**src/rtl/vrs_pkg.sv**
```systemverilog
// Shared types for the victim selector and relocation sequencer.
// Assumes the coherence code value doubles as eviction rank.
package vrs_pkg;
    typedef enum logic [1:0] {
        ST_INV = 2'd0,
        ST_SHN = 2'd1,
        ST_SHO = 2'd2,
        ST_EXL = 2'd3
    } coh_t;

    typedef enum logic [2:0] {
        SQ_IDLE, SQ_FETCH, SQ_WAIT_FILL, SQ_RELOCATE, SQ_DONE
    } seq_t;

    // Ownership-holding states must be relocated, never dropped.
    function automatic logic owns_block(coh_t s);
        return (s == ST_SHO) || (s == ST_EXL);
    endfunction
endpackage

```
**src/rtl/victim_pick.sv**
```systemverilog
// Combinational victim picker: lowest state code wins, ties go to the
// lowest way index. Assumes NWAYS >= 2.
module victim_pick
    import vrs_pkg::*;
#(
    parameter int NWAYS = 4,
    localparam int WAY_W = (NWAYS > 1) ? $clog2(NWAYS) : 1
) (
    input  logic [2*NWAYS-1:0] states_i,
    output logic [WAY_W-1:0]   way_o,
    output coh_t               state_o,
    output logic               reloc_o
);
    coh_t st_arr [NWAYS];

    for (genvar g = 0; g < NWAYS; g++) begin : g_unpack
        assign st_arr[g] = coh_t'(states_i[2*g +: 2]);
    end

    // Scan from the top way down so that equal ranks resolve to the lower index.
    always_comb begin
        way_o   = WAY_W'(NWAYS - 1);
        state_o = st_arr[NWAYS-1];
        for (int i = NWAYS - 2; i >= 0; i--) begin
            if (st_arr[i] <= state_o) begin
                state_o = st_arr[i];
                way_o   = WAY_W'(i);
            end
        end
        reloc_o = owns_block(state_o);
    end
endmodule

```
**src/rtl/reloc_buf.sv**
```systemverilog
// Relocation buffer: holds the victim block and its coherence state
// from the victim read until the relocate transaction drains it.
module reloc_buf
    import vrs_pkg::*;
#(
    parameter int DATA_W = 64
) (
    input  logic              clk,
    input  logic              rst_n,
    input  logic              load_i,
    input  logic [DATA_W-1:0] data_i,
    input  coh_t              state_i,
    output logic [DATA_W-1:0] data_o,
    output coh_t              state_o
);
    // Capture victim data and state on a load strobe.
    always_ff @(posedge clk) begin
        if (!rst_n) begin
            data_o  <= '0;
            state_o <= ST_INV;
        end else if (load_i) begin
            data_o  <= data_i;
            state_o <= state_i;
        end
    end
endmodule

```
**src/rtl/reloc_seq.sv**
```systemverilog
// Requester-side miss sequencer. It issues the copy fetch and the victim
// read together, waits for the victim data (when relocating) and for the
// fill, then issues the relocate under the same bus tenure.
// Assumes fill_i and fetch_done_i are single-cycle pulses.
module reloc_seq
    import vrs_pkg::*;
#(
    parameter int NWAYS = 4,
    localparam int WAY_W = (NWAYS > 1) ? $clog2(NWAYS) : 1
) (
    input  logic             clk,
    input  logic             rst_n,
    input  logic             miss_i,
    input  logic [WAY_W-1:0] pick_way_i,
    input  coh_t             pick_state_i,
    input  logic             pick_reloc_i,
    input  logic             fetch_done_i,
    input  logic             fill_i,
    output logic             busy_o,
    output logic [WAY_W-1:0] way_o,
    output coh_t             vstate_o,
    output logic             reloc_o,
    output logic             copy_req_o,
    output logic             victim_rd_o,
    output logic             reloc_req_o,
    output logic             bus_hold_o,
    output logic             resume_o,
    output logic             buf_load_o
);
    seq_t state_q;
    logic first_q;
    logic fill_seen_q;
    logic resume_q;

    // State register, latched victim choice and the fill/resume flags.
    always_ff @(posedge clk) begin
        if (!rst_n) begin
            state_q     <= SQ_IDLE;
            way_o       <= '0;
            vstate_o    <= ST_INV;
            reloc_o     <= 1'b0;
            first_q     <= 1'b0;
            fill_seen_q <= 1'b0;
            resume_q    <= 1'b0;
        end else begin
            resume_q <= 1'b0;
            unique case (state_q)
                SQ_IDLE: begin
                    if (miss_i) begin
                        state_q     <= SQ_FETCH;
                        way_o       <= pick_way_i;
                        vstate_o    <= pick_state_i;
                        reloc_o     <= pick_reloc_i;
                        first_q     <= 1'b1;
                        fill_seen_q <= 1'b0;
                    end
                end
                SQ_FETCH: begin
                    first_q <= 1'b0;
                    if (fill_i) fill_seen_q <= 1'b1;
                    if (!reloc_o || fetch_done_i) state_q <= SQ_WAIT_FILL;
                end
                SQ_WAIT_FILL: begin
                    if (fill_i || fill_seen_q) begin
                        state_q  <= reloc_o ? SQ_RELOCATE : SQ_DONE;
                        resume_q <= 1'b1;
                    end
                end
                SQ_RELOCATE: state_q <= SQ_DONE;
                SQ_DONE:     state_q <= SQ_IDLE;
                default:     state_q <= SQ_IDLE;
            endcase
        end
    end

    // Output decode from the current phase.
    always_comb begin
        busy_o      = (state_q != SQ_IDLE);
        copy_req_o  = (state_q == SQ_FETCH) && first_q;
        victim_rd_o = copy_req_o && reloc_o;
        buf_load_o  = (state_q == SQ_FETCH) && reloc_o && fetch_done_i;
        reloc_req_o = (state_q == SQ_RELOCATE);
        bus_hold_o  = (state_q == SQ_FETCH) || (state_q == SQ_WAIT_FILL)
                   || (state_q == SQ_RELOCATE);
        resume_o    = resume_q;
    end
endmodule

```
**src/rtl/victim_reloc_ctrl.sv**
```systemverilog
// Top: state-ranked victim selection plus requester relocation sequence.
// Assumes the set's way states are valid in the cycle miss_i is high.
module victim_reloc_ctrl
    import vrs_pkg::*;
#(
    parameter int NWAYS  = 4,
    parameter int DATA_W = 64,
    localparam int WAY_W = (NWAYS > 1) ? $clog2(NWAYS) : 1
) (
    input  logic              clk,
    input  logic              rst_n,
    input  logic              miss_i,
    input  logic [2*NWAYS-1:0] way_state_i,
    input  logic              fetch_done_i,
    input  logic              fill_arrived_i,
    input  logic [DATA_W-1:0] victim_data_i,
    output logic              busy_o,
    output logic [WAY_W-1:0]  victim_way_o,
    output logic              reloc_need_o,
    output logic              victim_rd_o,
    output logic              copy_req_o,
    output logic              reloc_req_o,
    output logic              bus_hold_o,
    output logic              resume_o,
    output logic [DATA_W-1:0] rbuf_data_o,
    output logic [1:0]        rbuf_state_o
);
    logic [WAY_W-1:0] pick_way;
    coh_t             pick_state;
    logic             pick_reloc;
    coh_t             vstate;
    logic             buf_load;
    coh_t             rbuf_state;

    victim_pick #(.NWAYS(NWAYS)) u_pick (
        .states_i (way_state_i),
        .way_o    (pick_way),
        .state_o  (pick_state),
        .reloc_o  (pick_reloc)
    );

    reloc_seq #(.NWAYS(NWAYS)) u_seq (
        .clk          (clk),
        .rst_n        (rst_n),
        .miss_i       (miss_i),
        .pick_way_i   (pick_way),
        .pick_state_i (pick_state),
        .pick_reloc_i (pick_reloc),
        .fetch_done_i (fetch_done_i),
        .fill_i       (fill_arrived_i),
        .busy_o       (busy_o),
        .way_o        (victim_way_o),
        .vstate_o     (vstate),
        .reloc_o      (reloc_need_o),
        .copy_req_o   (copy_req_o),
        .victim_rd_o  (victim_rd_o),
        .reloc_req_o  (reloc_req_o),
        .bus_hold_o   (bus_hold_o),
        .resume_o     (resume_o),
        .buf_load_o   (buf_load)
    );

    reloc_buf #(.DATA_W(DATA_W)) u_buf (
        .clk     (clk),
        .rst_n   (rst_n),
        .load_i  (buf_load),
        .data_i  (victim_data_i),
        .state_i (vstate),
        .data_o  (rbuf_data_o),
        .state_o (rbuf_state)
    );

    assign rbuf_state_o = rbuf_state;
endmodule

```
**config.mk**
```make
export PLATFORM = sky130hd
export DESIGN_NAME = victim_reloc_ctrl
export DESIGN_NICKNAME = d
export VERILOG_FILES = /design/src/rtl/vrs_pkg.sv /design/src/rtl/victim_pick.sv /design/src/rtl/reloc_buf.sv /design/src/rtl/reloc_seq.sv /design/src/rtl/victim_reloc_ctrl.sv
export SDC_FILE = /design/constraint.sdc
export NUM_CORES = 1
export LEC_CHECK = 0
export ABC_AREA = 0
export ABC_CLOCK_PERIOD_IN_PS = 3600
export BUFFER_PORTS_ARGS = -buffer_cell sky130_fd_sc_hd__buf_2
export CAP_MARGIN = 0
export CORE_MARGIN = 4
export CORE_UTILIZATION = 46
export CTS_CLUSTER_SIZE = 25
export DETAILED_ROUTE_END_ITERATION = 12
export PLACE_DENSITY = 0.82
export SLEW_MARGIN = 5
export SYNTH_ARGS = -nofsm -noshare
export SYNTH_HDL_FRONTEND = slang
export SYNTH_SLANG_ARGS = --single-unit
```
**constraint.sdc**
```tcl
create_clock -name clk -period 3.6 [get_ports clk]
set_input_delay 0.36 -clock clk [delete_from_list [all_inputs] [get_ports clk]]
set_output_delay 0.36 -clock clk [all_outputs]
set_load 0.005 [all_outputs]
```
== Yosys cells after proc, flatten, opt, wreduce, memory -nomap -nowiden ==
Cells that the tools add are included.

* $add $sub $neg: 0
* Multiply operators: 0
* Div/mod/pow operators: 0
* $lt $le $gt $ge: 3
* Equality and inequality tests: 9
* Shift operators: 0
* Mux-type cells: 17
* Bitwise operators: 0
* Reductions and logical operators: 18

{| class="wikitable"
|+ Operators by type and width
! kind !! count
|-
| $mux 3 || 4
|-
| $pmux 3 s4 || 1
|-
| $mux 2 || 5
|-
| $eq 3x2->1 const B || 2
|-
| $le 2x2->1 || 3
|-
| $reduce_and 2->1 || 3
|-
| $reduce_and 3->1 || 2
|-
| $logic_or 1x1->1 || 5
|-
| $mux 1 || 5
|-
| $eq 2x2->1 const B || 2
|-
| $logic_and 1x1->1 || 4
|-
| $ne 2x1->1 const B || 2
|-
| $ne 2x2->1 const B || 2
|-
| $pmux 1 s2 || 2
|-
| $eq 3x1->1 const B || 1
|-
| $logic_not 3->1 || 1
|-
| $reduce_bool 3->1 || 1
|-
| $reduce_bool 2->1 || 1
|-
| $logic_not 1->1 || 1
|}

* Bits in registers: 77
* Latch bits: 0
* Bits in writable memories: 0
* Memory bits (read-only): 0
* Word-level logic and storage cells: 56
* Memories: 0

== Logic depth before layout (Yosys ltp) ==
* Depth in word-level cells: 8
* Mapped depth: 16
* Depth with buffers taken out: 16

== Cells and area by module ==
A second synthesis with hierarchy kept.

* Cells, all modules: 302
* Area, all modules: 3338.2 µm²

{| class="wikitable"
|+ By module, submodules not included
! module !! instances !! cells an instance !! area an instance (µm²) !! sequential area each (µm²)
|-
| reloc_buf || 1 || 213 || 2544.9 || 1321.3
|-
| reloc_seq || 1 || 54 || 501.7 || 220.2
|-
| victim_pick || 1 || 35 || 291.5 || 0.0
|}

== Least setup slack after synthesis ==
No wires, ideal clock.

* Kind: input port to flip-flop
* Start: in way_state_i[7]
* End: reg u_seq.reloc_o
* Arrival: 3111 ps
* Setup slack: 414 ps
* Stages on the path: 14
* Path buffers: 0
* Path through: inv_1 ha_1 nor2b_1 o21ai_0 mux2_2 ha_1 nand2_1 o21ai_2 mux2i_1 ha_1 nor2b_1 or2_2 a311o_1 a21boi_0

* Cells in the longest elaborated chain, start to end: 8
* Elaborated cells between the ends (all ways): 9
* Classes of those cells: 3 x order compare; 2 x eq/ne; 3 x mux; 1 x reduce/logical

{| class="wikitable"
|+ Ends and longest elaborated chain
! what !! line !! RTL
|-
| start, declared || victim_reloc_ctrl.sv:13 || <nowiki>input logic [2*NWAYS-1:0] way_state_i,</nowiki>
|-
| $le 2x2->1 || victim_pick.sv:25 || <nowiki>if (st_arr[i] <= state_o) begin</nowiki>
|-
| $mux 2 * || victim_pick.sv:25 ||
|-
| $le 2x2->1 || victim_pick.sv:25 ||
|-
| $mux 2 * || victim_pick.sv:25 ||
|-
| $le 2x2->1 || victim_pick.sv:25 ||
|-
| $mux 2 * || victim_pick.sv:25 ||
|-
| $eq 2x2->1 || vrs_pkg.sv:17 || <nowiki>return (s == ST_SHO) || (s == ST_EXL);</nowiki>
|-
| $logic_or 1x1->1 * || vrs_pkg.sv:17 ||
|-
| end signal, assigned || reloc_seq.sv:53 || <nowiki>reloc_o <= pick_reloc_i;</nowiki>
|-
| end, declared || reloc_seq.sv:22 || <nowiki>output logic reloc_o,</nowiki>
|}

Every way passes the cells marked *; elsewhere a longest branch is shown, timed or not.
A chain may end at the register's enable or synchronous reset.

== Worst setup path in the final report ==
* Start: in way_state_i[5]
* End: reg u_seq.reloc_o

The elaborated chain is that of the path after synthesis.

==> summary.md <==
| Metric | Value |
|---|---|
| Top cells by count, synth | `nand2_1, dfxtp_1, a21boi_1, a21boi_0` |
| Rel. slew slack | `28.3%` |
| Mapped Area | `3230 um^2` |
| Crit Path Max Fanout | `6` |
| Top FF cell, synth | `dfxtp_1` |
| Port bufs | `151` |
| Hold_sp | `victim_data_i[38]` |
| Largest delay contributor family on the critical path | `adder cells` |
| Max_cap viols | `0` |
| Final net count | `595` |
| Synth area leaders | `dfxtp_1, nand2_1, a21boi_1` |
| CP arrival | `3.46 ns` |
| Area grow syn2layout | `28.3%` |
| DIE AREA | `8420 um^2` |
| Pre-CTS WS | `0.0520 ns` |
| Combinational fraction of design power | `14.6%` |
| Total number of vias | `2912` |
| GRT Total Usage | `18.3%` |
| Seq pwr share | `50.5%` |
| Int Pwr | `1.32 mW` |
| Starting density of the core | `47.5%` |
| Worst-path clk slew | `0.08 ns` |
| Vias in the first global route | `2812` |
| Slowest cell on crit path | `mux2_2` |
| Endpoints failing hold | `0` |
| Hold depth | `3` |
| Avg Cell Area, Syn | `8.72 um^2` |
| Synth area leader | `dfxtp_1` |
| Drt initial violations | `91` |
| Hold endpoint | `u_buf.data_o[38]$_SDFFE_PN0P_` |
| Final setup violation count | `0` |
| Critical path class | `in -> reg` |
| Leak | `1.86 nW` |
| Critical Path End Type | `flop` |
| Worst Path Required | `3.86 ns` |
| Final setup margin | `0.397 ns` |
| Drc violations | `0` |
| Reg2Reg Depth | `5` |
| Worst-Skew Late Latency | `0.32 ns` |
| First-pass GRT wire length | `12600 um` |
| Multi-input logic area | `1530 um^2` |
| CTS root buffer | `clkbuf_8` |
| Die H | `91.8 um` |
| Post-synth EDFFs | `0` |
| Largest net degree at the start of global routing | `76` |
| Clk buf depth | `2` |
| CP Buf/Inv Count | `1` |
| R2r setup slk | `1.44 ns` |
| Share of layout cells above drive strength 1 | `37.8%` |
| Final WL | `7810 um` |
| Synth top area share | `47.2%` |
| Status | `finished, final reports clean` |
| RSZ-0062 raised after global routing | `false` |
| Worst Max-Slew Pin Slew | `1.08 ns` |
| Startpoint Class | `input port` |
| Gr ovfl total | `0` |
| Pins over their slew limit | `0` |
| Die Wd | `91.8 um` |
| Max H-tree Level | `3` |
| Sw frac | `26.0%` |
| Async SR Flop Fraction | `0%` |
| Post-CTS sizing | `0` |
| RePlAce Congestion | `0.778` |
| Sequential fraction of the synthesis area | `47.2%` |
| CTS tree | `yes` |
| Count leader, synth | `nand2_1` |
| Tcrit/Tclk final | `89.0%` |
| Worst r2r src | `u_seq.state_q[0]$_SDFFE_PN0P_` |
| HP Class | `in -> reg` |
| Synth Warn # | `0` |
| Yosys cell types | `34` |
| Clock sink count | `76` |
| R2R Path End | `u_buf.data_o[27]$_SDFFE_PN0P_` |
| Initial antenna violation count | `0` |
| Dpl hpwl | `5700 um` |
| Critical Path, Cell by Cell | `buf_2, ha_1, nor2b_1, o21ai_0, mux2_2, ha_1, nand2_1, o21ai_2, mux2i_1, ha_1, nor2b_1, or2_2, a311o_1, a21boi_0` |
| Inserted Diodes | `0` |
| Min cycle time layout | `3.20 ns` |
| Clock buffer count from CTS | `9` |
| Switch Pwr | `0.463 mW` |
| Sequential cell area | `1520 um^2` |
| FF+latch count, synth | `76` |
| Clock Power Share | `34.9%` |
| Worst path max stage delay | `0.41 ns` |
| Hold_buf cts | `0` |
| Final setup TNS | `0 ns` |
| Fin Clk Skew | `0.00625 ns` |
| Mapped Cells | `370` |
| Maximum VDD drop | `0.000207 V` |
| Post-CTS setup buffer count | `0` |
| DR pass1 iterations | `4` |
| PD cells | `430 nW/um^2` |
| Row count | `30` |
| Final ANT Viol Nets | `0` |
| Fmax | `0.312 GHz` |
| Critical path's most frequent cell | `ha_1` |
| Boundary Pins | `152` |
| Fill count | `622` |
| Via/cell ratio | `4.76` |
| Core area | `6790 um^2` |
| Routed WL per cell | `12.8 um` |
| Post-Syn Nets | `454` |
## metal layers
layer	track usage, %	routed length [um]	vias up
met5	0	0	-
met2	32.1	3850	100
li1	-	-	1481
met4	6.19	74	0
met3	5.82	597	6
met1	21.1	3290	1325
## worst min-delay path: stages
cell and delay [ns]:
buf_2 0.09, nand2_1 0.04, a21boi_1 0.04
## stage by stage
step	power [mW]	hold WS (ns)	cell area (um^2)	util, %	cells
2_1_floorplan	1.08	0.436	3230	-	370
3_5_place_dp	1.18	0.443	3950	58.2	596
4_1_cts	1.80	0.236	4140	61.0	612
5_1_grt	1.88	0.239	4140	61.0	612
6_report	1.78	0.260	4140	61.0	612
3_3_place_gp	1.17	0.437	3950	58.2	596
## state kept, by name (all words and copies together) (netlist names)
name	cells
u_buf.data_o	64
u_seq.state_q	3
u_buf.state_o	2
u_seq.way_o	2
u_seq.fill_seen_q	1
u_seq.first_q	1
u_seq.reloc_o	1
u_seq.resume_o	1
u_seq.vstate_o	1
## how the worst max path moves through the flow
stage | slack, ns | start | depth (start not counted) | to
after detailed placement | 0.05 | way_state_i[5] | 14 | u_seq.reloc_o$_SDFFE_PN0P_
after global routing | 0.15 | way_state_i[7] | 16 | u_seq.way_o[0]$_SDFFE_PN0P_
after global placement | 0.21 | way_state_i[5] | 14 | u_seq.reloc_o$_SDFFE_PN0P_
after CTS | 0.40 | way_state_i[5] | 14 | u_seq.reloc_o$_SDFFE_PN0P_
after floorplan | 0.41 | way_state_i[7] | 14 | u_seq.reloc_o$_SDFFE_PN0P_
final | 0.40 | way_state_i[5] | 14 | u_seq.reloc_o$_SDFFE_PN0P_
## cell usage in the layout, fill, tap and decap left out, types with 7 or more instances in the layout
| master | count |
|---|---|
| buf_2 | 151 |
| dfxtp_1 | 76 |
| clkbuf_8 | 9 |
| a21boi_1 | 31 |
| a21oi_1 | 8 |
| a21boi_0 | 27 |
| ha_1 | 7 |
| nand2_1 | 129 |
| nand2_2 | 10 |
| a21boi_2 | 10 |
| nor2b_1 | 8 |
## power groups by stage
stage	logic (mW)	registers, mW	clock network, mW
2_1_floorplan	0.163	0.914	0
3_3_place_gp	0.254	0.917	0
3_5_place_dp	0.261	0.919	0
4_1_cts	0.262	0.899	0.644
5_1_grt	0.291	0.905	0.682
6_report	0.259	0.899	0.621
## layout make-up
type	instances	area share (%)
Clock buffer	9	2.99
Sequential cell	76	36.7
Tap cell	96	2.90
Inverter	5	0.453
Timing Repair Buffer	152	18.4
Multi-Input combinational cell	267	36.9
Clock inverter	7	1.60
## kinds of logic (layout without fill, tap and decap cells)
| group | count (synthesis) | in the layout | share of synthesized area [%] |
|---|---|---|---|
| compound gates | 87 | 87 | 20.6 |
| fa+ha+maj | 7 | 7 | 2.71 |
| buf+inv | 27 | 173 | 5.66 |
| flops | 76 | 76 | 47.2 |
| mux | 3 | 3 | 0.969 |
| simple gates | 170 | 170 | 22.9 |
(Power assumes the default switching activity.)
